## config.mk

```make
export PLATFORM = sky130hd
export DESIGN_NAME = exc_prio_vec
export DESIGN_NICKNAME = d
export VERILOG_FILES = /design/src/rtl/exc_pkg.sv /design/src/rtl/exc_arbiter.sv /design/src/rtl/exc_flags.sv /design/src/rtl/exc_prio_vec.sv
export SDC_FILE = /design/constraint.sdc
export NUM_CORES = 1
export LEC_CHECK = 0
export ABC_AREA = 1
export ABC_CLOCK_PERIOD_IN_PS = 2600
export CAP_MARGIN = 10
export CORE_MARGIN = 5
export CORE_UTILIZATION = 60
export CTS_CLUSTER_SIZE = 10
export DETAILED_ROUTE_END_ITERATION = 10
export DONT_BUFFER_PORTS = 1
export HOLD_SLACK_MARGIN = 0.1
export PLACE_DENSITY = 0.77
export SLEW_MARGIN = 5
export SYNTH_ARGS = -nofsm -noshare
export SYNTH_HDL_FRONTEND = slang
export SYNTH_SLANG_ARGS = --single-unit
```

## constraint.sdc

```tcl
create_clock -name clk -period 2.6 [get_ports clk]
set_input_delay 0.13 -clock clk [delete_from_list [all_inputs] [get_ports clk]]
set_output_delay 0.13 -clock clk [all_outputs]
set_load 0.03 [all_outputs]
```

## src/rtl/exc_pkg.sv

```systemverilog
package exc_pkg;
    typedef enum logic [1:0] {
        TIER_SW  = 2'd0,
        TIER_B   = 2'd1,
        TIER_A   = 2'd2,
        TIER_RST = 2'd3
    } tier_e;

    typedef enum logic {
        ST_IDLE = 1'b0,
        ST_BUSY = 1'b1
    } state_e;

    localparam logic [15:0] VEC_SHARED_B = 16'h0028;
    localparam logic [6:0]  NUM_SHARED_B = 7'h0A;
endpackage

```

## src/rtl/exc_arbiter.sv

```systemverilog
module exc_arbiter
    import exc_pkg::*;
#(
    parameter int NUM_A  = 3,
    parameter int SWN_W  = 7,
    parameter int ADDR_W = 16
) (
    input  logic              p_rst,
    input  logic [NUM_A-1:0]  p_a,
    input  logic              p_b,
    output logic              hw_any,
    output tier_e             hw_tier,
    output logic [NUM_A-1:0]  a_win,
    output logic [ADDR_W-1:0] hw_vec,
    output logic [SWN_W-1:0]  hw_num
);
    // class A: lowest index has priority
    always_comb begin
        a_win = '0;
        for (int i = NUM_A - 1; i >= 0; i--) begin
            if (p_a[i]) begin
                a_win    = '0;
                a_win[i] = 1'b1;
            end
        end
    end

    always_comb begin
        hw_any  = p_rst | (|p_a) | p_b;
        hw_tier = TIER_SW;
        hw_vec  = '0;
        hw_num  = '0;
        if (p_rst) begin
            hw_tier = TIER_RST;
        end else if (|p_a) begin
            hw_tier = TIER_A;
            for (int i = 0; i < NUM_A; i++) begin
                if (a_win[i]) begin
                    hw_vec = ADDR_W'((i + 1) * 8);
                    hw_num = SWN_W'((i + 1) * 2);
                end
            end
        end else if (p_b) begin
            hw_tier = TIER_B;
            hw_vec  = ADDR_W'(VEC_SHARED_B);
            hw_num  = SWN_W'(NUM_SHARED_B);
        end
    end
endmodule

```

## src/rtl/exc_flags.sv

```systemverilog
module exc_flags #(
    parameter int NUM_FLAGS = 9
) (
    input  logic                 clk,
    input  logic                 rst_n,
    input  logic [NUM_FLAGS-1:0] set,
    input  logic                 wr,
    input  logic [NUM_FLAGS-1:0] wdata,
    output logic [NUM_FLAGS-1:0] flags
);
    always_ff @(posedge clk or negedge rst_n) begin
        if (!rst_n) flags <= '0;
        else        flags <= (wr ? (flags & wdata) : flags) | set;
    end

    // a seen request leaves its flag set
    a_r4_flag_set: assert property (@(posedge clk) disable iff (!rst_n)
        (|set) |=> ((flags & $past(set)) == $past(set)));

    // without a write no flag ever drops
    a_r4_flag_sticky: assert property (@(posedge clk) disable iff (!rst_n)
        (!wr) |=> ((flags & $past(flags)) == $past(flags)));
endmodule

```

## src/rtl/exc_prio_vec.sv

```systemverilog
module exc_prio_vec
    import exc_pkg::*;
#(
    parameter int NUM_RST = 3,
    parameter int NUM_A   = 3,
    parameter int NUM_B   = 6,
    parameter int SWN_W   = 7,
    parameter int ADDR_W  = 16,
    parameter int ILVL_W  = 4
) (
    input  logic                   clk,
    input  logic                   rst_n,
    input  logic [NUM_RST-1:0]     rst_req,
    input  logic [NUM_A-1:0]       a_req,
    input  logic [NUM_B-1:0]       b_req,
    input  logic                   swt_req,
    input  logic [SWN_W-1:0]       swt_num,
    input  logic [ILVL_W-1:0]      cur_ilvl,
    input  logic                   ack,
    input  logic                   flag_wr,
    input  logic [NUM_A+NUM_B-1:0] flag_wdata,
    output logic                   svc_stb,
    output logic [ADDR_W-1:0]      svc_vec,
    output logic [SWN_W-1:0]       svc_num,
    output logic [ILVL_W-1:0]      svc_ilvl,
    output logic [NUM_A+NUM_B-1:0] trap_flags
);
    localparam int NUM_FLAGS = NUM_A + NUM_B;
    localparam logic [ILVL_W-1:0] ILVL_MAX = '1;

    state_e state, state_nx;
    tier_e  cur_tier, hw_tier;
    logic   pend_rst, pend_b;
    logic [NUM_A-1:0] pend_a, a_win;
    logic   p_rst, p_b, hw_any;
    logic [NUM_A-1:0] p_a;
    logic [ADDR_W-1:0] hw_vec, sw_vec;
    logic [SWN_W-1:0]  hw_num;
    logic   go, go_hw, svc_hw;

    assign p_rst  = pend_rst | (|rst_req);
    assign p_a    = pend_a | a_req;
    assign p_b    = pend_b | (|b_req);
    assign sw_vec = {{(ADDR_W-SWN_W-2){1'b0}}, swt_num, 2'b00};

    exc_arbiter #(.NUM_A(NUM_A), .SWN_W(SWN_W), .ADDR_W(ADDR_W)) i_arb (
        .p_rst  (p_rst),
        .p_a    (p_a),
        .p_b    (p_b),
        .hw_any (hw_any),
        .hw_tier(hw_tier),
        .a_win  (a_win),
        .hw_vec (hw_vec),
        .hw_num (hw_num)
    );

    exc_flags #(.NUM_FLAGS(NUM_FLAGS)) i_flags (
        .clk  (clk),
        .rst_n(rst_n),
        .set  ({b_req, a_req}),
        .wr   (flag_wr),
        .wdata(flag_wdata),
        .flags(trap_flags)
    );

    // next state and service decision
    always_comb begin
        state_nx = state;
        go       = 1'b0;
        go_hw    = 1'b0;
        unique case (state)
            ST_IDLE: begin
                if (hw_any) begin
                    go = 1'b1; go_hw = 1'b1; state_nx = ST_BUSY;
                end else if (swt_req) begin
                    go = 1'b1; state_nx = ST_BUSY;
                end
            end
            ST_BUSY: begin
                if (hw_any && (hw_tier > cur_tier)) begin
                    go = 1'b1; go_hw = 1'b1;
                end else if (ack) begin
                    state_nx = ST_IDLE;
                end
            end
        endcase
    end

    // state register
    always_ff @(posedge clk or negedge rst_n) begin
        if (!rst_n) state <= ST_IDLE;
        else        state <= state_nx;
    end

    // pending requests
    always_ff @(posedge clk or negedge rst_n) begin
        if (!rst_n) begin
            pend_rst <= 1'b0;
            pend_a   <= '0;
            pend_b   <= 1'b0;
        end else begin
            pend_rst <= p_rst & ~(go_hw && hw_tier == TIER_RST);
            pend_a   <= p_a & ~((go_hw && hw_tier == TIER_A) ? a_win : '0);
            pend_b   <= p_b & ~(go_hw && hw_tier == TIER_B);
        end
    end

    // outputs
    always_ff @(posedge clk or negedge rst_n) begin
        if (!rst_n) begin
            svc_stb  <= 1'b0;
            svc_vec  <= '0;
            svc_num  <= '0;
            svc_ilvl <= '0;
            svc_hw   <= 1'b0;
            cur_tier <= TIER_SW;
        end else begin
            svc_stb <= go;
            if (go) begin
                svc_hw <= go_hw;
                if (go_hw) begin
                    svc_vec  <= hw_vec;
                    svc_num  <= hw_num;
                    svc_ilvl <= ILVL_MAX;
                    cur_tier <= hw_tier;
                end else begin
                    svc_vec  <= sw_vec;
                    svc_num  <= swt_num;
                    svc_ilvl <= cur_ilvl;
                    cur_tier <= TIER_SW;
                end
            end
        end
    end

    // a reset seen in the cycle before a strobe is what gets serviced
    a_r1_reset_wins: assert property (@(posedge clk) disable iff (!rst_n)
        (svc_stb && $past(|rst_req)) |->
            (svc_vec == '0 && svc_num == '0 && svc_ilvl == ILVL_MAX));

    // hardware services force the top level
    a_r3_hw_level: assert property (@(posedge clk) disable iff (!rst_n)
        (svc_stb && svc_hw) |-> (svc_ilvl == ILVL_MAX));

    // reserved numbers never come from hardware
    a_r10_no_reserved: assert property (@(posedge clk) disable iff (!rst_n)
        (svc_stb && svc_hw) |-> !(svc_num >= SWN_W'(11) && svc_num <= SWN_W'(15)));

    // a software service only follows a clean idle request
    a_r7_sw_clean: assert property (@(posedge clk) disable iff (!rst_n)
        (svc_stb && !svc_hw) |->
            ($past(swt_req) && $past(state) == ST_IDLE &&
             !$past(|rst_req || |a_req || |b_req)));

    // busy with no hardware waiting gives no new strobe
    a_r9_hold_busy: assert property (@(posedge clk) disable iff (!rst_n)
        (state == ST_BUSY && !hw_any) |=> !svc_stb);

    // service outputs hold between strobes
    a_r8_hold_vec: assert property (@(posedge clk) disable iff (!rst_n)
        (!svc_stb) |-> ($stable(svc_vec) && $stable(svc_num)));
endmodule

```

Word level (Yosys, flattened, before mapping) --
Index checks and enable logic that the tools add are counted.
Cells by class: eq/ne operators 3, $lt $le $gt $ge 1, muxes and demuxes 33, bitwise gates (word level) 14, reductions and logical operators 7
Operators by type and width (count):
- $mux 16 | 3
- $mux 7 | 3
- $mux 3 | 6
- $mux 4 | 3
- $mux 5 | 2
- $and 9x9->9 | 1
- $mux 9 | 1
- $or 9x9->9 | 1
- $mux 2 | 4
- $mux 1 | 7
- $mux 6 | 1
- $pmux 1 s2 | 3
- $reduce_or 3->1 | 2
- $reduce_or 6->1 | 1
- $eq 2x2->1 const B | 2
- $logic_and 1x1->1 | 4
- $or 1x1->1 | 4
- $and 3x3->3 | 1
- $not 1->1 | 3
- $not 3->3 | 1
- $or 3x3->3 | 1
- $and 1x1->1 | 2
- $eq 2x1->1 const B | 1
- $gt 2x2->1 | 1
Word-level totals: word-level logic and storage cells 68, bits in registers 45, output and inout bits 37

Longest topological paths before layout --
Gate-level depths: netlist (run 1).
word-level depth 13, gate-level depth with buffers 17

By module --
Synthesis (run 1) repeated with hierarchy kept, for this count alone.
Unflattened totals: cell total of the unflattened synthesis 306, area total of the unflattened synthesis 2362.3 um^2
Modules (own cells, without submodules):
- exc_prio_vec | seq. area each 900.9 um^2, instances 1, area an instance 1700.4 um^2, cells each 211
- exc_flags | seq. area each 225.2 um^2, instances 1, area an instance 405.4 um^2, cells each 55
- exc_arbiter | seq. area each 0.0 um^2, instances 1, area an instance 256.5 um^2, cells each 40

Least setup slack after synthesis (run 1) --
Ideal clock, no wire load.
path kind register to register, start point reg pend_a[0], end point reg svc_vec[5], setup time 62 ps, required time 2538 ps, data arrival time 1829 ps, buffers on the path 0, path slack 708 ps, clock period less this slack 1892 ps, cell stages (with the launch flop) 16, cell sequence dfrtp_1 -> nor2_4 -> nand3_2 -> nor2_4 -> inv_1 -> ha_1 -> nand2_1 -> nand2_1 -> nand2_1 -> nand2_1 -> inv_1 -> nor2_1 -> nand2_1 -> nand2_1 -> nand2_1 -> inv_1
On the way: word-level cells in the longest chain between the ends 9, elaborated cells on any way between the ends 16
RTL lines:
- start, declared | line exc_prio_vec.sv:34 | logic [NUM_A-1:0] pend_a, a_win;
- start signal, assigned | line exc_prio_vec.sv:103 | pend_a <= p_a & ~((go_hw && hw_tier == TIER_A) ? a_win : '0);
- $or 3x3->3 * | line exc_prio_vec.sv:42 | assign p_a = pend_a | a_req;
- $reduce_or 3->1 * | line exc_arbiter.sv:29, exc_arbiter.sv:35
- $mux 2 | line exc_arbiter.sv:35 | end else if (|p_a) begin
- $mux 2 | line exc_arbiter.sv:33 | if (p_rst) begin
- $gt 2x2->1 | line exc_prio_vec.sv:80 | if (hw_any && (hw_tier > cur_tier)) begin
- $logic_and 1x1->1 | line exc_prio_vec.sv:80
- $mux 1 | line exc_prio_vec.sv:80
- $pmux 1 s2 | line exc_prio_vec.sv:71 | unique case (state)
- $mux 16 | line exc_prio_vec.sv:121 | if (go_hw) begin
- end signal, assigned | line exc_prio_vec.sv:122 | svc_vec <= hw_vec;
- end signal, assigned | line exc_prio_vec.sv:127 | svc_vec <= sw_vec;
- end, declared | line exc_prio_vec.sv:23 | output logic [ADDR_W-1:0] svc_vec,
Mark *: on every way between the ends. The rest lies on a longest branch, timed or not. A chain may end at the register's enable or synchronous reset.

Worst setup path in the final report (run 1) --
start point in b_req[4], end point reg pend_a[1]
On the way: word-level cells in the longest chain between the ends 13, elaborated cells on any way between the ends 16
RTL lines:
- start, declared | line exc_prio_vec.sv:15 | input logic [NUM_B-1:0] b_req,
- $reduce_or 6->1 * | line exc_prio_vec.sv:43 | assign p_b = pend_b | (|b_req);
- $or 1x1->1 * | line exc_prio_vec.sv:43
- $mux 1 | line exc_arbiter.sv:43 | end else if (p_b) begin
- $mux 2 | line exc_arbiter.sv:35
- $mux 2 | line exc_arbiter.sv:33
- $gt 2x2->1 | line exc_prio_vec.sv:80
- $logic_and 1x1->1 | line exc_prio_vec.sv:80
- $mux 1 | line exc_prio_vec.sv:80
- $pmux 1 s2 | line exc_prio_vec.sv:71
- $logic_and 1x1->1 * | line exc_prio_vec.sv:103
- $mux 3 * | line exc_prio_vec.sv:103
- $not 3->3 * | line exc_prio_vec.sv:103
- $and 3x3->3 * | line exc_prio_vec.sv:103
Marks and branches as above.

==> reports/results.tsv, run 1 <==
stage	metric	value	unit
drt	via count	1200	
drt	DR iter-0 viols	52	
cts	post-CTS resize count	0	
sta	fin crit period	2.23	ns
layout	fin area	1810	um2
min_path	HP Class	input pin to register	
pwr	Combinational Power Share	33.1	%
global_routing	M2 GR Usage	34.1	%
setup_path	Setup Crit Path Kind	input pin to register	
pwr	clock group share of total power	16.6	%
floorplanning	Vert. Die Dim	60.3	um
cts	H-tree levels	2	
yosys	Yosys top cell by area	dfrtp_1	
drt	Routed Antenna Nets	0	
global_routing	GR Util met1	22.8	%
cts	Post-CTS Setup Inserts	0	
layout	# fillers	189	
sta	Max-Slew Margin vs Limit	59.2	%
setup_path	crit-path leading delay family	simple AND/OR/NAND/NOR gates	
yosys	Mapped Area	1520	um2
global_routing	pin count of the biggest net entering global routing	30	
sta	worst-margin pin slew	0.612	ns
yosys	top-area cell type share of the netlist area	47.8	%
drt	drt total wl	3360	um
yosys	Yosys warning count	0	
placed_design	Port-buffer cells	0	
sta	endpoints failing hold	0	
layout	Core Util, Final	73.8	%
pwr	final total power	1630	uW
pwr	internal cell power	861	uW
drt	routed len/inst	13.9	um
drt	vias per inst	4.98	
setup_path	r2r endpoint	pend_a[1]	
cts	clk slew on worst S/H paths	0.09	ns
min_path	Hold Path Origin	swt_num[3]	
sta	Clock Skews	0.00775	ns
setup_path	Startpoint Class	input pin	
layout	layout cells sized above 1	12.3	%
sta	fin crit share	85.8	%
yosys	Distinct cells, synth	23	
pwr	worst vdd ir	603	uV
pwr	NetSw	769	uW
cts	clk_lat worst skew	0.32	ns
min_path	worst hold endpoint	svc_vec[5]	
outcome	status	finished clean	
setup_path	crit path max fanout	7	
placed_design	dpl cell area	1450	um2
pwr	share of power burned in registers	50.3	%
layout	ANT cells	0	
floorplanning	die area	3640	um2
yosys	dominant synthesized flop cell	dfrtp_1	
layout	Final nets	250	
global_routing	busiest grt layer	met2	
pwr	switch share	47.2	%
cts	Max Root-Sink Buffers	2	
sta	RSZ-0062 raised after global routing	false	
yosys	top-count cell post-synth	nand2_1	
sta	setup total negative slack	0	ns
yosys	EDFF count, synth	0	
cts	clock root cell	clkbuf_4	
min_path	hold-critical path depth	5	
global_routing	initial antenna violation count	0	
floorplanning	Rows	18	
setup_path	crit-path max cell delay	0.55	ns
layout	Layout area overhead	19.3	%
sta	Hold WS	0.123	ns
run	Max Cap Viol	0	
yosys	Yosys reg bits	29	
global_routing	Total GRT Usage	20.0	%
drt	drt first pass iters	6	
yosys	cell count after synthesis	183	
yosys	largest cells by area after synthesis	dfrtp_1 48%, nand2_1 10%, buf_4 8.4%, inv_1 7.7%, nor2_1 4.9%	
yosys	top cell types by occurrence after synthesis	41 x nand2_1, 31 x inv_1, 29 x dfrtp_1	
placed_design	GPL Wtd Cong	0.792	
cts	CTS tree	done	
floorplanning	Die Width	60.3	um
setup_path	r2r startpoint	pend_a[0]	
global_routing	first-pass GRT wire length	5320	um
floorplanning	I/O Pins	74	
cts	Inserted Clock Buffers	5	
cts	clock sink count	29	
setup_path	Critical Path AT	2.45	ns
global_routing	met3 Usage GRT	7.56	%
drt	drt drc	0	
setup_path	crit end category	register	
setup_path	worst path required time	2.82	ns
setup_path	reg2reg setup slack	0.39	ns
pwr	Pwr Density	899	nW/um2
global_routing	gr ovfl total	0	
setup_path	R2R cell count	13	
yosys	Syn Area/Cell	8.30	um2
yosys	FFs w/ async S/R, synth	100	%
cts	hold_buf cts	30	
placed_design	post-detail-place hpwl	2230	um
sta	Finish-stage setup viols	0	
floorplanning	CORE AREA	2450	um2
sta	Max Slew Vio Count	0	
setup_path	critical-path cell list	dlygate4sd3_1 -> inv_1 -> nand3_1 -> nor2_1 -> nor2_1 -> nor2_1 -> ha_1 -> nand2_1 -> nand2_1 -> nand2_1 -> inv_1 -> nor2_1 -> nand2_1 -> nand2_1 -> inv_1	
yosys	sequential share of the synthesized area	47.8	%
pwr	Leakage	0.000850	uW
setup_path	Worst Path Buf+Inv	4	
floorplanning	Initial Util	61.9	%
setup_path	cell repeated most along the worst path	nand2_1	
setup_path	CP max stage cell	dlygate4sd3_1	
sta	fmax	0.448	GHz
global_routing	vias in the first global route	1234	
-- power by group through the flow --
stage               Sequential, uW  Combinational (uW)  Clock [uW]
floorplan                      739                 589           0
global placement               830                 466           0
detailed placement             831                 482           0
CTS                            821                 538         278
global route                   837                 622         296
finish                         820                 540         270
-- worst max-delay path by stage --
stage	from	endpoint	slack, ns	depth (start not counted)
6_report	b_req[4]	pend_a[1]	0.37	15
5_1_grt	pend_a[0]	svc_vec[5]	0.16	15
4_1_cts	pend_a[0]	pend_a[1]	0.41	14
2_1_floorplan	pend_a[0]	svc_vec[5]	0.71	15
3_5_place_dp	pend_a[0]	state	0.43	13
3_3_place_gp	pend_a[0]	state	0.55	13
-- state kept, by name, indices dropped and copies added, names as in the netlist --
| register | cells |
|---|---|
| pend_b | 1 |
| i_flags.flags | 9 |
| svc_vec | 7 |
| state | 1 |
| svc_ilvl | 4 |
| pend_rst | 1 |
| svc_stb | 1 |
| cur_tier | 2 |
| pend_a | 3 |
-- through the flow --
step / setup slack (ns) / instances
finish: 0.370 / 241
global route: 0.165 / 241
CTS: 0.409 / 241
detailed placement: 0.432 / 204
global placement: 0.551 / 204
floorplan: 0.708 / 191
-- kinds of logic (layout without fill, tap and decap cells) --
logic type	Yosys count	after routing	share of synthesized area, %
other cells	1	9	0.247
compound gates	21	21	7.99
flops	29	29	47.8
simple gates	80	80	24.5
buf+inv	50	70	17.8
fa+ha+maj	2	2	1.65
-- worst register-to-register path, cell delays in order, from the launching register on --
cell	delay [ns]
dfrtp_1	0.40
nor2_4	0.18
nand3_2	0.13
nor2_1	0.17
nor2_1	0.08
ha_1	0.28
nand2_1	0.07
nand2_1	0.05
nand2_1	0.22
inv_1	0.07
nor2_1	0.24
nand2_1	0.10
nand2_1	0.08
inv_1	0.04
-- metal layers --
| layer | part of all wire, % | wire length, um |
|---|---|---|
| met4 | 1.4 | 48 |
| met5 | 0 | 0 |
| met3 | 9.6 | 323 |
| met1 | 39 | 1300 |
| met2 | 50 | 1690 |
-- cell type report --
type / instances / area [um2] / share of cell area [%]
flip-flops and latches: 29 / 726 / 40.1
multi-input cells: 112 / 553 / 30.5
repair buffers: 31 / 318 / 17.5
well taps: 30 / 37.5 / 2.07
inverters: 32 / 123 / 6.77
clock buffers: 7 / 55.1 / 3.04
-- cells in the final DEF (no fill, tap or decap), types with 2 or more instances in the layout --
cell type / count
conb_1: 9
nor2_1: 20
or2_2: 3
nand3_1: 3
clkbuf_4: 5
ha_1: 2
nand2_1: 41
dlygate4sd3_1: 29
nor2_4: 2
o21ai_0: 14
nor2_2: 2
a21oi_2: 4
dfrtp_1: 29
nand4_1: 2
nand3_2: 4
inv_1: 31
Power figures use the tool's default switching activity.
==> inputs of run 2 (changes only) <==
CTS_BUF_LIST = sky130_fd_sc_hd__clkbuf_16   (was not set)
==> run 2 against run 1 <==
Routed wire length grew 0.68%; sequential share of layout area shrank 1.6 points; clock power grew 88%; hold slack better by 0.049 ns; maximum frequency decreased by 2.6%; core utilization rose by 3.2 points; flip-flop and latch count unchanged; global-route usage rose by 0.56 points; critical path depth rose by 1.
==> reports/results.tsv, run 2 (synthesis results as in run 1) <==
stage	metric	value	unit
global_routing	initial antenna violation count	0	
global_routing	gr ovfl total	0	
drt	via count	1210	
floorplanning	I/O Pins	74	
floorplanning	Rows	18	
pwr	Leakage	0.000887	uW
setup_path	crit end category	register	
setup_path	Critical Path AT	2.50	ns
setup_path	Startpoint Class	input pin	
placed_design	dpl cell area	1450	um2
floorplanning	Die Width	60.3	um
setup_path	Setup Crit Path Kind	input pin to register	
layout	Final nets	250	
run	Max Cap Viol	0	
layout	most common cell after layout, fill and taps aside	nand2_1	
cts	CTS tree	done	
layout	max reg flops	9	
cts	post-CTS resize count	0	
drt	drt total wl	3380	um
global_routing	vias in the first global route	1252	
pwr	Pwr Density	991	nW/um2
placed_design	post-detail-place hpwl	2230	um
cts	clk slew on worst S/H paths	0.05	ns
pwr	final total power	1870	uW
layout	Core Util, Final	77.0	%
layout	Layout area overhead	24.4	%
cts	clk_lat worst skew	0.27	ns
drt	routed len/inst	14.0	um
layout	Largest Register	i_flags.flags	
cts	Inserted Clock Buffers	5	
global_routing	pin count of the biggest net entering global routing	30	
setup_path	crit path max fanout	7	
placed_design	GPL Wtd Cong	0.792	
layout	fin area	1890	um2
sta	setup total negative slack	0	ns
floorplanning	die area	3640	um2
drt	DR iter-0 viols	49	
min_path	HP Class	input pin to register	
sta	Max Slew Vio Count	0	
floorplanning	CORE AREA	2450	um2
sta	RSZ-0062 raised after global routing	false	
pwr	worst vdd ir	811	uV
drt	Routed Antenna Nets	0	
floorplanning	Vert. Die Dim	60.3	um
setup_path	critical-path cell list	dlygate4sd3_1 -> nor2_2 -> nand3_2 -> nor2_4 -> inv_1 -> ha_1 -> nand2_1 -> nand2_1 -> nand2_1 -> nand2_1 -> inv_1 -> nor2_1 -> nand2_1 -> nand2_1 -> nand2_1 -> inv_1	
setup_path	Worst Path Buf+Inv	4	
layout	ANT cells	0	
cts	clock root cell	clkbuf_16	
sta	Finish-stage setup viols	0	
sta	fin crit period	2.29	ns
sta	Max-Slew Margin vs Limit	59.5	%
global_routing	first-pass GRT wire length	5360	um
placed_design	Port-buffer cells	0	
layout	Top Registers	i_flags.flags: 9 flops, svc_vec: 7 flops, svc_ilvl: 4 flops	
setup_path	crit-path max cell delay	0.57	ns
sta	endpoints failing hold	0	
drt	drt drc	0	
setup_path	crit-path leading delay family	simple AND/OR/NAND/NOR gates	
cts	Max Root-Sink Buffers	2	
setup_path	CP max stage cell	dlygate4sd3_1	
global_routing	Total GRT Usage	20.5	%
sta	fmax	0.437	GHz
layout	layout cells sized above 1	11.8	%
drt	vias per inst	5.02	
layout	commonest non-fill, non-tap cells in the layout	41 x nand2_1, 32 x inv_1, 29 x dfrtp_1, 29 x dlygate4sd3_1, 20 x nor2_1	
setup_path	cell repeated most along the worst path	nand2_1	
cts	clock sink count	29	
setup_path	worst path required time	2.81	ns
floorplanning	Initial Util	61.9	%
sta	Clock Skews	0.00534	ns
cts	H-tree levels	2	
outcome	status	finished clean	
drt	drt first pass iters	4	
sta	fin crit share	88.0	%
sta	worst-margin pin slew	0.607	ns
run 2: path summary, 6_finish.rpt:
path,endpoint,cells after the start,slack (ns),startpoint
min in group asynchronous,svc_vec[6],2,0.30,rst_n
max in group asynchronous,svc_ilvl[3],2,2.14,rst_n
max reg2reg,svc_vec[5],15,0.39,pend_a[0]
min reg2reg,cur_tier[1],2,0.52,cur_tier[1]
max,svc_vec[5],16,0.31,a_req[1]
min,svc_vec[5],5,0.17,swt_num[3]
run 2: worst reg2reg max path: cells and delay by family (launching register included):
family | cells | cell delay (ns)
adder cells (fa/ha/maj) | 1 | 0.29
buffers and inverters | 3 | 0.18
flip-flops | 1 | 0.39
AND/OR/NAND/NOR | 11 | 1.28
run 2: metrics by stage:
| stage | instances | hold WS [ns] | setup slack, ns |
|---|---|---|---|
| floorplan | 191 | -0.166 | 0.708 |
| global placement | 204 | -0.165 | 0.551 |
| detailed placement | 204 | -0.165 | 0.432 |
| CTS | 241 | 0.164 | 0.354 |
| global route | 241 | 0.197 | 0.0989 |
| finish | 241 | 0.172 | 0.311 |
run 2: routing by layer:
layer	share of wire [%]	GRT usage, %	vias to the layer above
met4	1.3	6.96	0
met5	0	0	-
met1	38	22.6	568
met2	51	35.2	48
li1	-	-	587
met3	10	9.07	7
run 2: power by group:
part	switching, uW	internal [uW]
Sequential	272	552
Clock	169	339
Combinational	357	185
run 2: final cells by class:
type / count / area (um2)
multi-input cells: 112 / 553
fillers: 181 / 566
well taps: 30 / 37.5
flip-flops and latches: 29 / 726
clock inverters: 2 / 7.51
repair buffers: 31 / 318
clock buffers: 5 / 125
inverters: 32 / 123
run 2: what timing repair did:
action                    in CTS  in global routing
hold buffers                  30                  0
hold endpoints to repair      50                  0
setup buffers                  0                  0
==> inputs of run 3 (changes only) <==
ABC_CLOCK_PERIOD_IN_PS = 1900   (was 2600)
CORE_UTILIZATION = 40   (was 60)
PLACE_DENSITY = 0.57   (was 0.77)
clock period = 1.9 ns   (was 2.6 ns; I/O delays follow)
==> run 3 against run 2 <==
First-iteration DRC count fell by 29%; via count rose by 0.66%; routed wire length grew 4.3%; hold slack got worse by 0.054 ns; power increased by 48%; combinational power increased by 71%; core utilization shrank 20 points; critical path type is now register to register; highest routed layer unchanged.
==> reports/results.tsv, run 3 (synthesis results as in run 1) <==
stage	metric	value	unit
drt	routed len/inst	13.1	um
pwr	worst vdd ir	721	uV
drt	DR iter-0 viols	35	
global_routing	pin count of the biggest net entering global routing	30	
placed_design	GPL Wtd Cong	0.845	
global_routing	Total GRT Usage	13.9	%
layout	most common cell after layout, fill and taps aside	nand2_1	
layout	Cell Count, Final, Fillers Out	270	
drt	drt total wl	3530	um
run	Max Cap Viol	0	
layout	max reg flops	9	
sta	fin crit share	95.7	%
outcome	status	finished clean	
sta	Max Slew Vio Count	0	
drt	vias per inst	4.51	
cts	H-tree levels	2	
global_routing	GR Util met1	16.1	%
drt	via count	1218	
min_path	HP Class	input pin to register	
cts	Max Root-Sink Buffers	2	
floorplanning	I/O Pins	74	
placed_design	Cells after DPL	229	
layout	commonest non-fill, non-tap cells in the layout	37 x nand2_1, 30 x inv_1, 29 x dfrtp_1, 29 x dlygate4sd3_1, 15 x nor2_1	
layout	ANT cells	0	
global_routing	gr ovfl total	0	
cts	clk slew on worst S/H paths	0.05	ns
cts	CTS tree	done	
sta	setup ws final	0.0819	ns
setup_path	Setup Crit Path Kind	register to register	
cts	clock root cell	clkbuf_16	
global_routing	met3 Usage GRT	6.73	%
sta	Max-Slew Margin vs Limit	61.4	%
setup_path	Startpoint Class	register	
floorplanning	CORE AREA	3660	um2
drt	Routed Antenna Nets	0	
sta	fmax	0.550	GHz
layout	Final nets	261	
floorplanning	die area	5130	um2
global_routing	vias in the first global route	1246	
placed_design	Port-buffer cells	0	
drt	drt first pass iters	4	
sta	endpoints failing hold	0	
global_routing	busiest grt layer	met2	
setup_path	crit path max fanout	5	
pwr	Pwr Density	1330	nW/um2
floorplanning	Die Width	71.6	um
placed_design	Place WS	-0.0873	ns
sta	Finish-stage setup viols	0	
setup_path	worst path required time	2.05	ns
cts	Inserted Clock Buffers	5	
floorplanning	Rows	22	
layout	Top Registers	i_flags.flags: 9 flops, svc_vec: 7 flops, svc_ilvl: 4 flops	
setup_path	Critical Path AT	1.97	ns
drt	drt drc	0	
sta	RSZ-0062 raised after global routing	true	
cts	clk_lat worst skew	0.27	ns
floorplanning	Initial Util	41.5	%
placed_design	post-detail-place hpwl	2400	um
global_routing	M2 GR Usage	22.4	%
pwr	Leakage	0.000951	uW
setup_path	crit end category	register	
global_routing	initial antenna violation count	0	
cts	clock sink count	29	
layout	Largest Register	i_flags.flags	
layout	Layout area overhead	37.1	%
sta	worst-margin pin slew	0.579	ns
global_routing	first-pass GRT wire length	5580	um
floorplanning	Vert. Die Dim	71.6	um
layout	layout cells sized above 1	22.1	%
sta	fin crit period	1.82	ns
sta	Clock Skews	0.00365	ns
==> run 3: cell count changes in the layout (fill, tap and decap cells not counted), sizes merged <==
cell / delta
buf: +10
nand2: +1
==> run 3: path summary, 6_finish.rpt <==
kind                              from           to  slack [ns]  cells past startpoint
max in group asynchronous        rst_n    pend_a[0]        1.45                      2
max reg2reg                  pend_a[0]   svc_vec[6]        0.08                     13
min in group asynchronous        rst_n   svc_vec[5]        0.29                      2
min reg2reg                cur_tier[0]  cur_tier[0]        0.53                      2
min                         swt_num[1]   svc_vec[3]        0.12                      5
max                          pend_a[0]   svc_vec[6]        0.08                     13
==> run 3: what timing repair did <==
action                                  CTS  global route
pin swaps                                 0            14
setup buffers                             0             3
gates cloned                              0             1
hold endpoints to repair                 48             0
endpoints found under the setup margin   15            19
resized for setup                         4            18
hold buffers                             30             0
==> run 3: area by class of cell <==
class                           count  area [um2]
Fill cell                         324        1580
Sequential cell                    29         726
Multi-Input combinational cell    113         644
Timing Repair Buffer               41         397
Clock buffer                        5         125
Inverter                           32         123
Tap cell                           48        60.1
Clock inverter                      2        7.51
==> run 3: worst max-delay path: stages, from the launching register on <==
cell and delay, ns:
dfrtp_1 0.39, nor2_4 0.13, nand3_4 0.11, nor2_4 0.13, inv_2 0.06, ha_4 0.26
nand2_2 0.04, nand2_2 0.07, nand2_2 0.07, nand2_4 0.10, nand2_4 0.08, buf_4 0.16
inv_4 0.07, a21oi_2 0.03
==> run 3: report_power, final <==
part           leakage [uW]  total (uW)  internal, uW  switching, uW
clock network     0.0000685         706           465            241
logic              0.000573         927           372            555
registers          0.000309        1130           755            377
total              0.000951        2760          1590           1170
==> run 3: per-layer routing <==
metal	share of wire (%)	vias to the layer above
li1	-	607
met1	40	562
met2	49	43
met3	9.5	6
met4	1.2	0
met5	0	-
==> run 3: stage by stage <==
| stage | cell area (um2) | setup TNS [ns] | util [%] | total power (uW) | hold WS (ns) |
|---|---|---|---|---|---|
| after floorplan | 1550 | 0 | - | 1820 | -0.201 |
| after global placement | 1520 | -0.102 | 41.6 | 1830 | -0.200 |
| after detailed placement | 1520 | -0.704 | 41.6 | 1860 | -0.200 |
| after CTS | 1980 | 0 | 54.0 | 2660 | 0.112 |
| after global routing | 2080 | -0.131 | 56.9 | 2960 | 0.159 |
| final | 2080 | 0 | 56.9 | 2760 | 0.118 |
